==> config.mk <==
export PLATFORM = sky130hd
export DESIGN_NAME = evt_timer
export DESIGN_NICKNAME = d
export VERILOG_FILES = /design/src/rtl/tmr_pkg.sv /design/src/rtl/tmr_psc.sv /design/src/rtl/tmr_cnt.sv /design/src/rtl/evt_timer.sv
export SDC_FILE = /design/constraint.sdc
export NUM_CORES = 1
export LEC_CHECK = 0
export BUFFER_PORTS_ARGS = -buffer_cell sky130_fd_sc_hd__buf_2
export CORE_ASPECT_RATIO = 1.25
export CORE_MARGIN = 8
export CORE_UTILIZATION = 45
export DETAILED_ROUTE_END_ITERATION = 8
export SKIP_CTS_REPAIR_TIMING = 1
export SYNTH_ARGS = -nofsm -noshare
export SYNTH_HDL_FRONTEND = slang
export SYNTH_HIERARCHICAL = 1
export SYNTH_SLANG_ARGS = --single-unit
export TNS_END_PERCENT = 10
==> constraint.sdc <==
create_clock -name clk -period 5.65 [get_ports clk]
set_input_delay 0 -clock clk [delete_from_list [all_inputs] [get_ports clk]]
set_output_delay 0 -clock clk [all_outputs]
set_load 0.02 [all_outputs]
==> src/rtl/tmr_pkg.sv <==
package tmr_pkg;
  localparam int PSC_CODE_W = 3;

  localparam logic [7:0] OFF_IEN  = 8'h00;
  localparam logic [7:0] OFF_ISTA = 8'h04;
  localparam logic [7:0] OFF_CTRL = 8'h10;
  localparam logic [7:0] OFF_INTV = 8'h14;
  localparam logic [7:0] OFF_CUR  = 8'h18;

  localparam int BIT_EN  = 0;
  localparam int BIT_PER = 1;
  localparam int BIT_OSC = 2;
  localparam int BIT_PSC = 4;

  typedef struct packed {
    logic [PSC_CODE_W-1:0] psc;
    logic                  osc_sel;
    logic                  periodic;
    logic                  en;
  } ctrl_t;
endpackage

==> src/rtl/tmr_psc.sv <==
module tmr_psc #(
  parameter int CODE_W = 3
) (
  input  logic              clk,
  input  logic              rst,
  input  logic              en,
  input  logic              src_pulse,
  input  logic [CODE_W-1:0] code,
  output logic              tick
);
  localparam int DIV_W = (1 << CODE_W) - 1;

  logic [DIV_W-1:0] cnt;
  logic [DIV_W-1:0] lim;

  always_comb lim = DIV_W'((32'd1 << code) - 32'd1);

  assign tick = en & src_pulse & (cnt == lim);

  always_ff @(posedge clk) begin
    if (rst || !en) begin
      cnt <= '0;
    end else if (src_pulse) begin
      cnt <= (cnt == lim) ? '0 : cnt + DIV_W'(1);
    end
  end

  AST_PSC_RESTART: assert property (@(posedge clk) disable iff (rst)
    !en |=> (cnt == '0));

  AST_PSC_ADVANCE: assert property (@(posedge clk) disable iff (rst)
    (en && src_pulse && (cnt != lim)) |=> (cnt == $past(cnt) + DIV_W'(1)));
endmodule

==> src/rtl/tmr_cnt.sv <==
module tmr_cnt #(
  parameter int W = 32
) (
  input  logic         clk,
  input  logic         rst,
  input  logic         tick,
  input  logic         periodic,
  input  logic         ld,
  input  logic [W-1:0] ld_val,
  input  logic [W-1:0] reload_val,
  output logic [W-1:0] cur,
  output logic         expire
);
  logic at_zero;

  assign at_zero = (cur == '0);
  assign expire  = tick & at_zero & ~ld;

  always_ff @(posedge clk) begin
    if (rst) begin
      cur <= '0;
    end else if (ld) begin
      cur <= ld_val;
    end else if (tick) begin
      if (at_zero) cur <= periodic ? reload_val : '0;
      else         cur <= cur - W'(1);
    end
  end

  AST_CNT_STEP: assert property (@(posedge clk) disable iff (rst)
    (tick && !ld && (cur != '0)) |=> (cur == $past(cur) - W'(1)));

  AST_CNT_HOLD: assert property (@(posedge clk) disable iff (rst)
    (!tick && !ld) |=> $stable(cur));

  AST_CNT_RELOAD: assert property (@(posedge clk) disable iff (rst)
    (tick && !ld && (cur == '0) && periodic) |=> (cur == $past(reload_val)));

  AST_CNT_ONESHOT: assert property (@(posedge clk) disable iff (rst)
    (tick && !ld && (cur == '0) && !periodic) |=> (cur == '0));

  AST_CNT_LOAD: assert property (@(posedge clk) disable iff (rst)
    ld |=> (cur == $past(ld_val)));
endmodule

==> src/rtl/evt_timer.sv <==
module evt_timer #(
  parameter int DATA_W = 32,
  parameter int ADDR_W = 8
) (
  input  logic              clk,
  input  logic              rst,
  input  logic              ref_pulse_i,
  input  logic              osc_pulse_i,
  input  logic              bus_sel_i,
  input  logic              bus_wr_i,
  input  logic [ADDR_W-1:0] bus_addr_i,
  input  logic [DATA_W-1:0] bus_wdata_i,
  output logic [DATA_W-1:0] bus_rdata_o,
  output logic              irq_o
);
  import tmr_pkg::*;

  tmr_pkg::ctrl_t    ctrl_q;
  logic              ien_q;
  logic              sta_q;
  logic [DATA_W-1:0] intv_q;
  logic [DATA_W-1:0] cur;
  logic              expire;
  logic              tick;
  logic              src_pulse;
  logic              wr_en, rd_en;
  logic              hit_ien, hit_sta, hit_ctrl, hit_intv, hit_cur;
  logic [DATA_W-1:0] rd_mux;

  assign wr_en    = bus_sel_i & bus_wr_i;
  assign rd_en    = bus_sel_i & ~bus_wr_i;
  assign hit_ien  = (bus_addr_i == ADDR_W'(OFF_IEN));
  assign hit_sta  = (bus_addr_i == ADDR_W'(OFF_ISTA));
  assign hit_ctrl = (bus_addr_i == ADDR_W'(OFF_CTRL));
  assign hit_intv = (bus_addr_i == ADDR_W'(OFF_INTV));
  assign hit_cur  = (bus_addr_i == ADDR_W'(OFF_CUR));

  assign src_pulse = ctrl_q.osc_sel ? osc_pulse_i : ref_pulse_i;

  tmr_psc #(.CODE_W(PSC_CODE_W)) u_psc (
    .clk       (clk),
    .rst       (rst),
    .en        (ctrl_q.en),
    .src_pulse (src_pulse),
    .code      (ctrl_q.psc),
    .tick      (tick)
  );

  tmr_cnt #(.W(DATA_W)) u_cnt (
    .clk        (clk),
    .rst        (rst),
    .tick       (tick),
    .periodic   (ctrl_q.periodic),
    .ld         (wr_en & hit_cur),
    .ld_val     (bus_wdata_i),
    .reload_val (intv_q),
    .cur        (cur),
    .expire     (expire)
  );

  always_ff @(posedge clk) begin
    if (rst) begin
      ctrl_q <= '0;
    end else if (wr_en && hit_ctrl) begin
      ctrl_q.en       <= bus_wdata_i[BIT_EN];
      ctrl_q.periodic <= bus_wdata_i[BIT_PER];
      ctrl_q.osc_sel  <= bus_wdata_i[BIT_OSC];
      ctrl_q.psc      <= bus_wdata_i[BIT_PSC +: PSC_CODE_W];
    end else if (expire && !ctrl_q.periodic) begin
      ctrl_q.en <= 1'b0;
    end
  end

  always_ff @(posedge clk) begin
    if (rst) begin
      ien_q  <= 1'b0;
      intv_q <= '0;
    end else if (wr_en) begin
      if (hit_ien)  ien_q  <= bus_wdata_i[0];
      if (hit_intv) intv_q <= bus_wdata_i;
    end
  end

  always_ff @(posedge clk) begin
    if (rst)                               sta_q <= 1'b0;
    else if (expire)                       sta_q <= 1'b1;
    else if (wr_en && hit_sta && bus_wdata_i[0]) sta_q <= 1'b0;
  end

  always_ff @(posedge clk) begin
    if (rst) irq_o <= 1'b0;
    else     irq_o <= sta_q & ien_q;
  end

  always_comb begin
    rd_mux = '0;
    if (hit_ien) rd_mux[0] = ien_q;
    if (hit_sta) rd_mux[0] = sta_q;
    if (hit_ctrl) begin
      rd_mux[BIT_EN]                  = ctrl_q.en;
      rd_mux[BIT_PER]                 = ctrl_q.periodic;
      rd_mux[BIT_OSC]                 = ctrl_q.osc_sel;
      rd_mux[BIT_PSC +: PSC_CODE_W]   = ctrl_q.psc;
    end
    if (hit_intv) rd_mux = intv_q;
    if (hit_cur)  rd_mux = cur;
  end

  always_ff @(posedge clk) begin
    if (rst)        bus_rdata_o <= '0;
    else if (rd_en) bus_rdata_o <= rd_mux;
  end

  AST_STA_ON_EXPIRE: assert property (@(posedge clk) disable iff (rst)
    expire |=> sta_q);

  AST_STA_W1C: assert property (@(posedge clk) disable iff (rst)
    (wr_en && hit_sta && bus_wdata_i[0] && !expire) |=> !sta_q);

  AST_IRQ_LEVEL: assert property (@(posedge clk) disable iff (rst)
    (sta_q && ien_q) |=> irq_o);

  AST_IRQ_GATED: assert property (@(posedge clk) disable iff (rst)
    !(sta_q && ien_q) |=> !irq_o);

  AST_ONESHOT_STOP: assert property (@(posedge clk) disable iff (rst)
    (expire && !ctrl_q.periodic && !(wr_en && hit_ctrl)) |=> !ctrl_q.en);
endmodule

==> key figures, run 1 <==
Status
  – Outcome: finished clean

Critical path
  – Worst R2R Start: ctrl_q[4]
  – Crit path DAT: 3.76 ns
  – Worst reg-to-reg path cell count: 10
  – RR Endpoint: u_cnt/cur[28]
  – Startpoint types: register
  – Worst Setup End Kind: register
  – Crit path from: ctrl_q[4]
  – CP Class: register to register
  – CP max FO: 31
  – Reg-to-reg setup timing slack: 2.17 ns
  – CP required: 5.92 ns

Timing
  – Layout Skew: 0.00682 ns
  – Slew Limit Headroom: 36.7%
  – Max-slew violations: 0
  – Final hold violations: 0
  – Fmax: 0.287 GHz
  – Min Tclk post-route: 3.48 ns
  – Setup-failing EPs final: 0
  – Post-route setup TNS: 0 ns
  – RSZ-0062 raised after global routing: false
  – Tightest Pin Transition: 0.936 ns
  – Fin crit share: 61.7%

Floorplanning
  – Initial Utilization: 45.7%
  – Core ar.: 13100 sq um
  – Std cell rows: 47
  – # IOs: 79
  – Die H: 145 um
  – Die Footprint: 17300 sq um
  – Die width: 119 um

Pwr
  – Pleak: 2.73 nW
  – Sw Share: 22.3%
  – Pwr Density: 224 nW/um^2
  – Peak supply drop: 0.000129 V
  – Clock share of power: 44.0%
  – P_sw: 0.000353 W
  – Tot Pwr: 0.00159 W
  – P_int: 0.00123 W
  – Register share of total power: 49.8%
  – Logic pwr share: 6.2%

Cells and area
  – Multi-input logic area: 3450 sq um
  – Share of layout cells above drive strength 1: 15.8%
  – NumNets Final: 858
  – Fillers: 1249
  – Fin area: 7070 sq um
  – Syn-to-layout area delta: 18.1%
  – N_diodes: 0
  – FF+latch area: 2240 sq um

Synth
  – Synth top area cells: dfxtp_1 (37%), nand2_1 (6.2%), a21oi_1 (5.2%)
  – Post-synth top area cell: dfxtp_1
  – Post-synth net total: 787
  – Asr flop ratio synth: 0%
  – EDFF count, synth: 0
  – Yosys top cell area share: 37.4%
  – Synth Instances: 738
  – Cell area after synthesis: 5990 sq um
  – Most used DFF post-synth: dfxtp_1
  – Yosys warns: 6
  – Seq cells post-synth: 112
  – Register area share after synthesis: 37.4%
  – Synth Area per Inst: 8.11 sq um
  – Netlist cell types: 65

Drt
  – DRT Pass-1 Iters: 5
  – DR WL/cell: 18.4 um
  – DR vias: 5878
  – DRC Markers: 0
  – Initial drt markers: 455
  – Drt total wl: 18100 um
  – Vias per cell: 5.97
  – Remaining antenna violation count after routing: 0

GRT
  – All-layer global routing usage: 20.6%
  – Pin count of the biggest net entering global routing: 59
  – GR Overflow Total: 0
  – Initial antenna violation count: 0
  – Via count of the first global-routing pass: 5668
  – First-pass GRT wire length: 29300 um

Clock network
  – Clock Tree Root: clkbuf_16
  – Clock Sinks: 112
  – CTS tree: built
  – Htree depth: 3
  – Num CTS Buffers: 9
  – Skew-Pair Late Insertion Delay: 0.36 ns
  – Maximum clock insertion buffer count: 2
  – Clock-pin slew on the worst setup and hold paths: 0.07 ns

Placement
  – Dpl hpwl: 12200 um
  – IO buf count: 78
  – Routability Congestion: 0.854
  – Area after DPL: 6430 sq um

Hold path
  – Hold crit path type: primary input to register
  – Hold worst-path end: ctrl_q[0]
  – Hold depth: 4
  – HP Start: bus_addr_i[7]

Run
  – Max_cap viols: 0
## power groups by stage
stage | logic [W] | registers, W | clock network, W
floorplan | 0.0000443 | 0.000809 | 0
global placement | 0.0000810 | 0.000809 | 0
detailed placement | 0.0000816 | 0.000809 | 0
CTS | 0.0000819 | 0.000790 | 0.000713
global route | 0.000108 | 0.000790 | 0.000742
finish | 0.0000991 | 0.000790 | 0.000697
## how the worst max path moves through the flow
stage                          endpoint  slack (ns)  cells past startpoint
final                     u_cnt/cur[28]        2.17                     10
after CTS                 u_cnt/cur[28]        2.20                     10
after global routing      u_cnt/cur[28]        1.95                     10
after global placement    u_cnt/cur[28]        2.34                     10
after detailed placement  u_cnt/cur[28]        2.23                     10
after floorplan           u_cnt/cur[21]        3.14                      6
## cells in the final DEF, fill, tap and decap left out, types with 6 or more instances in the layout
cell type / n
o32ai_1: 8
buf_2: 77
nand4_1: 8
nor4_1: 11
inv_1: 12
a21oi_1: 62
a311oi_1: 9
mux2i_1: 13
nand2b_1: 10
o21ai_0: 17
o31ai_1: 6
and3_1: 8
nand2_1: 99
buf_4: 12
a211oi_2: 7
clkbuf_16: 9
nand3_1: 15
dlygate4sd3_1: 32
a211oi_1: 10
or3_1: 20
dfxtp_1: 112
xnor2_1: 13
a22o_1: 26
xor2_1: 9
a22oi_1: 31
a31oi_1: 10
nor3_1: 20
nor2_1: 72
## registers in the layout, indices dropped and copies added, names as in the netlist
signal,cells
irq_o,1
bus_rdata_o,32
u_cnt/cur,32
u_psc/cnt,7
ctrl_q,6
intv_q,32
ien_q,1
sta_q,1
## metrics by stage
stage          instances  hold slack, ns  worst slack, ns  utilization (%)
6_report             985          0.0638             2.17             53.9
5_1_grt              985           0.115             1.95             53.9
4_1_cts              953          -0.125             2.20             51.5
3_3_place_gp         937           0.255             2.34             49.0
2_1_floorplan        738           0.136             3.14                -
3_5_place_dp         937           0.259             2.23             49.0
## routing by layer
metal | track usage (%) | wire length, um | up-vias
li1 | - | - | 2857
met1 | 23.6 | 7530 | 2826
met2 | 37.1 | 9350 | 170
met3 | 3.30 | 854 | 25
met4 | 7.86 | 357 | 0
met5 | 0 | 0 | -
## kinds of logic (layout without fill, tap and decap cells)
family	Yosys count	after routing	share of synthesized area, %
adders and majority gates	3	3	0.627
buffers and inverters	73	149	5.18
and+or+nand+nor	293	293	24.0
AOI/OAI and AO/OA	221	221	27.1
DFF	112	112	37.4
muxes	14	14	2.36
xor gates and xnor gates	22	22	3.22
## synth_stat cells, types with 4 or more instances
cell	instances
xor2_1	9
nand3_1	15
o2bb2ai_1	5
nand2_1	99
a211oi_1	10
or3_1	20
a22o_1	26
o31ai_1	6
inv_1	12
nor4_1	11
o21ai_0	17
a21oi_1	62
a311oi_1	9
nand4_1	8
buf_2	17
nor2_1	73
nand2b_1	10
and3_1	8
o32ai_1	8
xnor2_1	13
dfxtp_1	112
a221oi_2	4
a311o_1	4
nor3_1	20
mux2i_1	13
clkbuf_1	39
nor2b_1	4
a211oi_2	7
a22oi_1	31
a31oi_1	10
a221oi_1	5
## critical path: stages, from the launching register on
cell and delay [ns]:
dfxtp_1 0.52, or3b_1 0.38, a21oi_1 0.14, o31a_2 0.30, and3_1 0.20, buf_4 0.33
inv_1 0.47, or3_1 0.52, nor4_1 0.19, a31oi_1 0.08, a311oi_1 0.25
## cell type report
| class | count | area share (%) |
|---|---|---|
| Tap cell | 171 | 3.02 |
| Multi-Input combinational cell | 553 | 48.8 |
| Clock buffer | 12 | 3.48 |
| Timing Repair Buffer | 121 | 11.2 |
| Inverter | 12 | 0.637 |
| Clock inverter | 4 | 1.10 |
| Sequential cell | 112 | 31.7 |
No activity file was read; power rests on OpenSTA's default activity.
==> inputs of run 2 (changes only) <==
- PLACE_DENSITY: unset -> 0.67
- clock period: 5.65 -> 3 ns (I/O delays scaled with it)
==> key figures, run 2 (synthesized netlist as in run 1, its figures left out) <==
Placement
  – Post-place setup slack: 0.158 ns
  – Area after DPL: 6550 sq um
  – Routability Congestion: 0.907
  – Dpl hpwl: 12200 um
  – IO buf count: 78

Critical path
  – CP Class: register to register
  – Worst R2R Start: u_cnt/cur[17]
  – Worst Setup End Kind: register
  – Crit path DAT: 3.08 ns
  – CP max FO: 11
  – Worst reg-to-reg path cell count: 7
  – Startpoint types: register
  – RR Endpoint: u_cnt/cur[10]
  – CP required: 3.28 ns
  – CP Capture Point: u_cnt/cur[10]
  – Crit path from: u_cnt/cur[17]
  – Reg-to-reg setup timing slack: 0.21 ns

Drt
  – Vias per cell: 5.98
  – DRC Markers: 0
  – DR vias: 5972
  – Remaining antenna violation count after routing: 0
  – Initial drt markers: 413
  – DRT Pass-1 Iters: 6
  – DR WL/cell: 17.6 um
  – Drt total wl: 17600 um

Cells and area
  – FF+latch area: 2240 sq um
  – NumNets Final: 872
  – Share of layout cells above drive strength 1: 17.3%
  – Most common cell after layout, fill and taps aside: dfxtp_1
  – Fillers: 1222
  – N_diodes: 0
  – Syn-to-layout area delta: 19.5%
  – Fin area: 7160 sq um
  – Multi-input logic area: 3450 sq um
  – Most frequent cells in the layout: dfxtp_1 (112), nand2_1 (99), buf_2 (77), nor2_1 (72), a21oi_1 (62)
  – Top Registers: bus_rdata_o x32, intv_q x32, u_cnt/cur x32

GRT
  – GR Overflow Total: 0
  – Via count of the first global-routing pass: 5701
  – All-layer global routing usage: 19.9%
  – Initial antenna violation count: 0
  – Pin count of the biggest net entering global routing: 50
  – First-pass GRT wire length: 28700 um

Timing
  – Fin crit share: 93.2%
  – Tightest Pin Transition: 0.568 ns
  – Fmax: 0.358 GHz
  – RSZ-0062 raised after global routing: false
  – Setup-failing EPs final: 0
  – Layout Skew: 0.00812 ns
  – Post-route setup TNS: 0 ns
  – Max-slew violations: 0
  – Final hold violations: 0
  – Slew Limit Headroom: 62.1%
  – Worst setup margin: 0.205 ns
  – Min Tclk post-route: 2.79 ns
  – Worst hold slack: 0.0557 ns

Clock network
  – Skew-Pair Late Insertion Delay: 0.35 ns
  – Maximum clock insertion buffer count: 2
  – Clock Sinks: 112
  – CTS tree: built
  – Htree depth: 3
  – Clock-pin slew on the worst setup and hold paths: 0.07 ns
  – Clock Tree Root: clkbuf_16
  – Num CTS Buffers: 9

Floorplanning
  – Initial Utilization: 45.7%
  – Core ar.: 13100 sq um
  – Die width: 119 um
  – # IOs: 79
  – Die H: 145 um
  – Die Footprint: 17300 sq um
  – Std cell rows: 47

Run
  – Max_cap viols: 0

Hold path
  – Hold crit path type: primary input to register

Pwr
  – Pwr Density: 404 nW/um^2
  – Pleak: 2.78 nW
  – Peak supply drop: 0.000357 V

Status
  – Outcome: finished clean
-- run 2: changes by cell type in the layout (fill, tap and decap cells not counted), sizes merged --
cell	delta
bufinv	-1
clkinvlp	+1
clkbuf	-1
inv	+1
buf	+14
-- run 2: metal layers --
layer  vias up  track usage [%]  share of wire (%)
li1       2894                -                  -
met1      2865             21.7                 41
met2       179             36.5                 52
met3        34             3.30                4.6
met4         0             9.00                2.4
met5         -                0                  0
-- run 2: how the worst min path moves through the flow --
stage | end | cells after the start | start
2_1_floorplan | intv_q[16] | 2 | bus_wdata_i[16]
3_3_place_gp | intv_q[20] | 3 | bus_wdata_i[20]
3_5_place_dp | intv_q[26] | 3 | bus_wdata_i[26]
4_1_cts | intv_q[20] | 3 | bus_wdata_i[20]
5_1_grt | ctrl_q[0] | 4 | bus_addr_i[5]
6_report | ctrl_q[0] | 4 | bus_addr_i[5]
-- run 2: through the flow --
step	util [%]	power, W	cells
after CTS	52.1	0.00288	967
after floorplan	-	0.00161	738
after global placement	49.9	0.00168	951
after detailed placement	49.9	0.00168	951
final	54.6	0.00289	999
after global routing	54.6	0.00299	999
-- run 2: cell type report --
| type | instances | area share [%] |
|---|---|---|
| clock inverter | 5 | 0.787 |
| multi-input combinational | 553 | 48.3 |
| sequential | 112 | 31.3 |
| inverter | 12 | 0.629 |
| tap | 171 | 2.99 |
| timing repair buffer | 135 | 12.8 |
| clock buffer | 11 | 3.25 |
-- run 2: worst max-delay path, stage by stage, from the launching register on --
cell and delay (ns):
dfxtp_1 0.37, or4_4 0.58, or4_4 0.54, nor3_4 0.40, buf_4 0.26, nand3_1 0.10
a311o_1 0.36, a21oi_1 0.12
-- run 2: power breakdown --
part	total, W	leakage (nW)	switching, W	internal, W
clock network	0.00121	0.140	0.000563	0.000650
logic	0.000190	1.74	0.000110	0.0000802
registers	0.00149	0.902	0.00000138	0.00149
total	0.00289	2.78	0.000674	0.00222
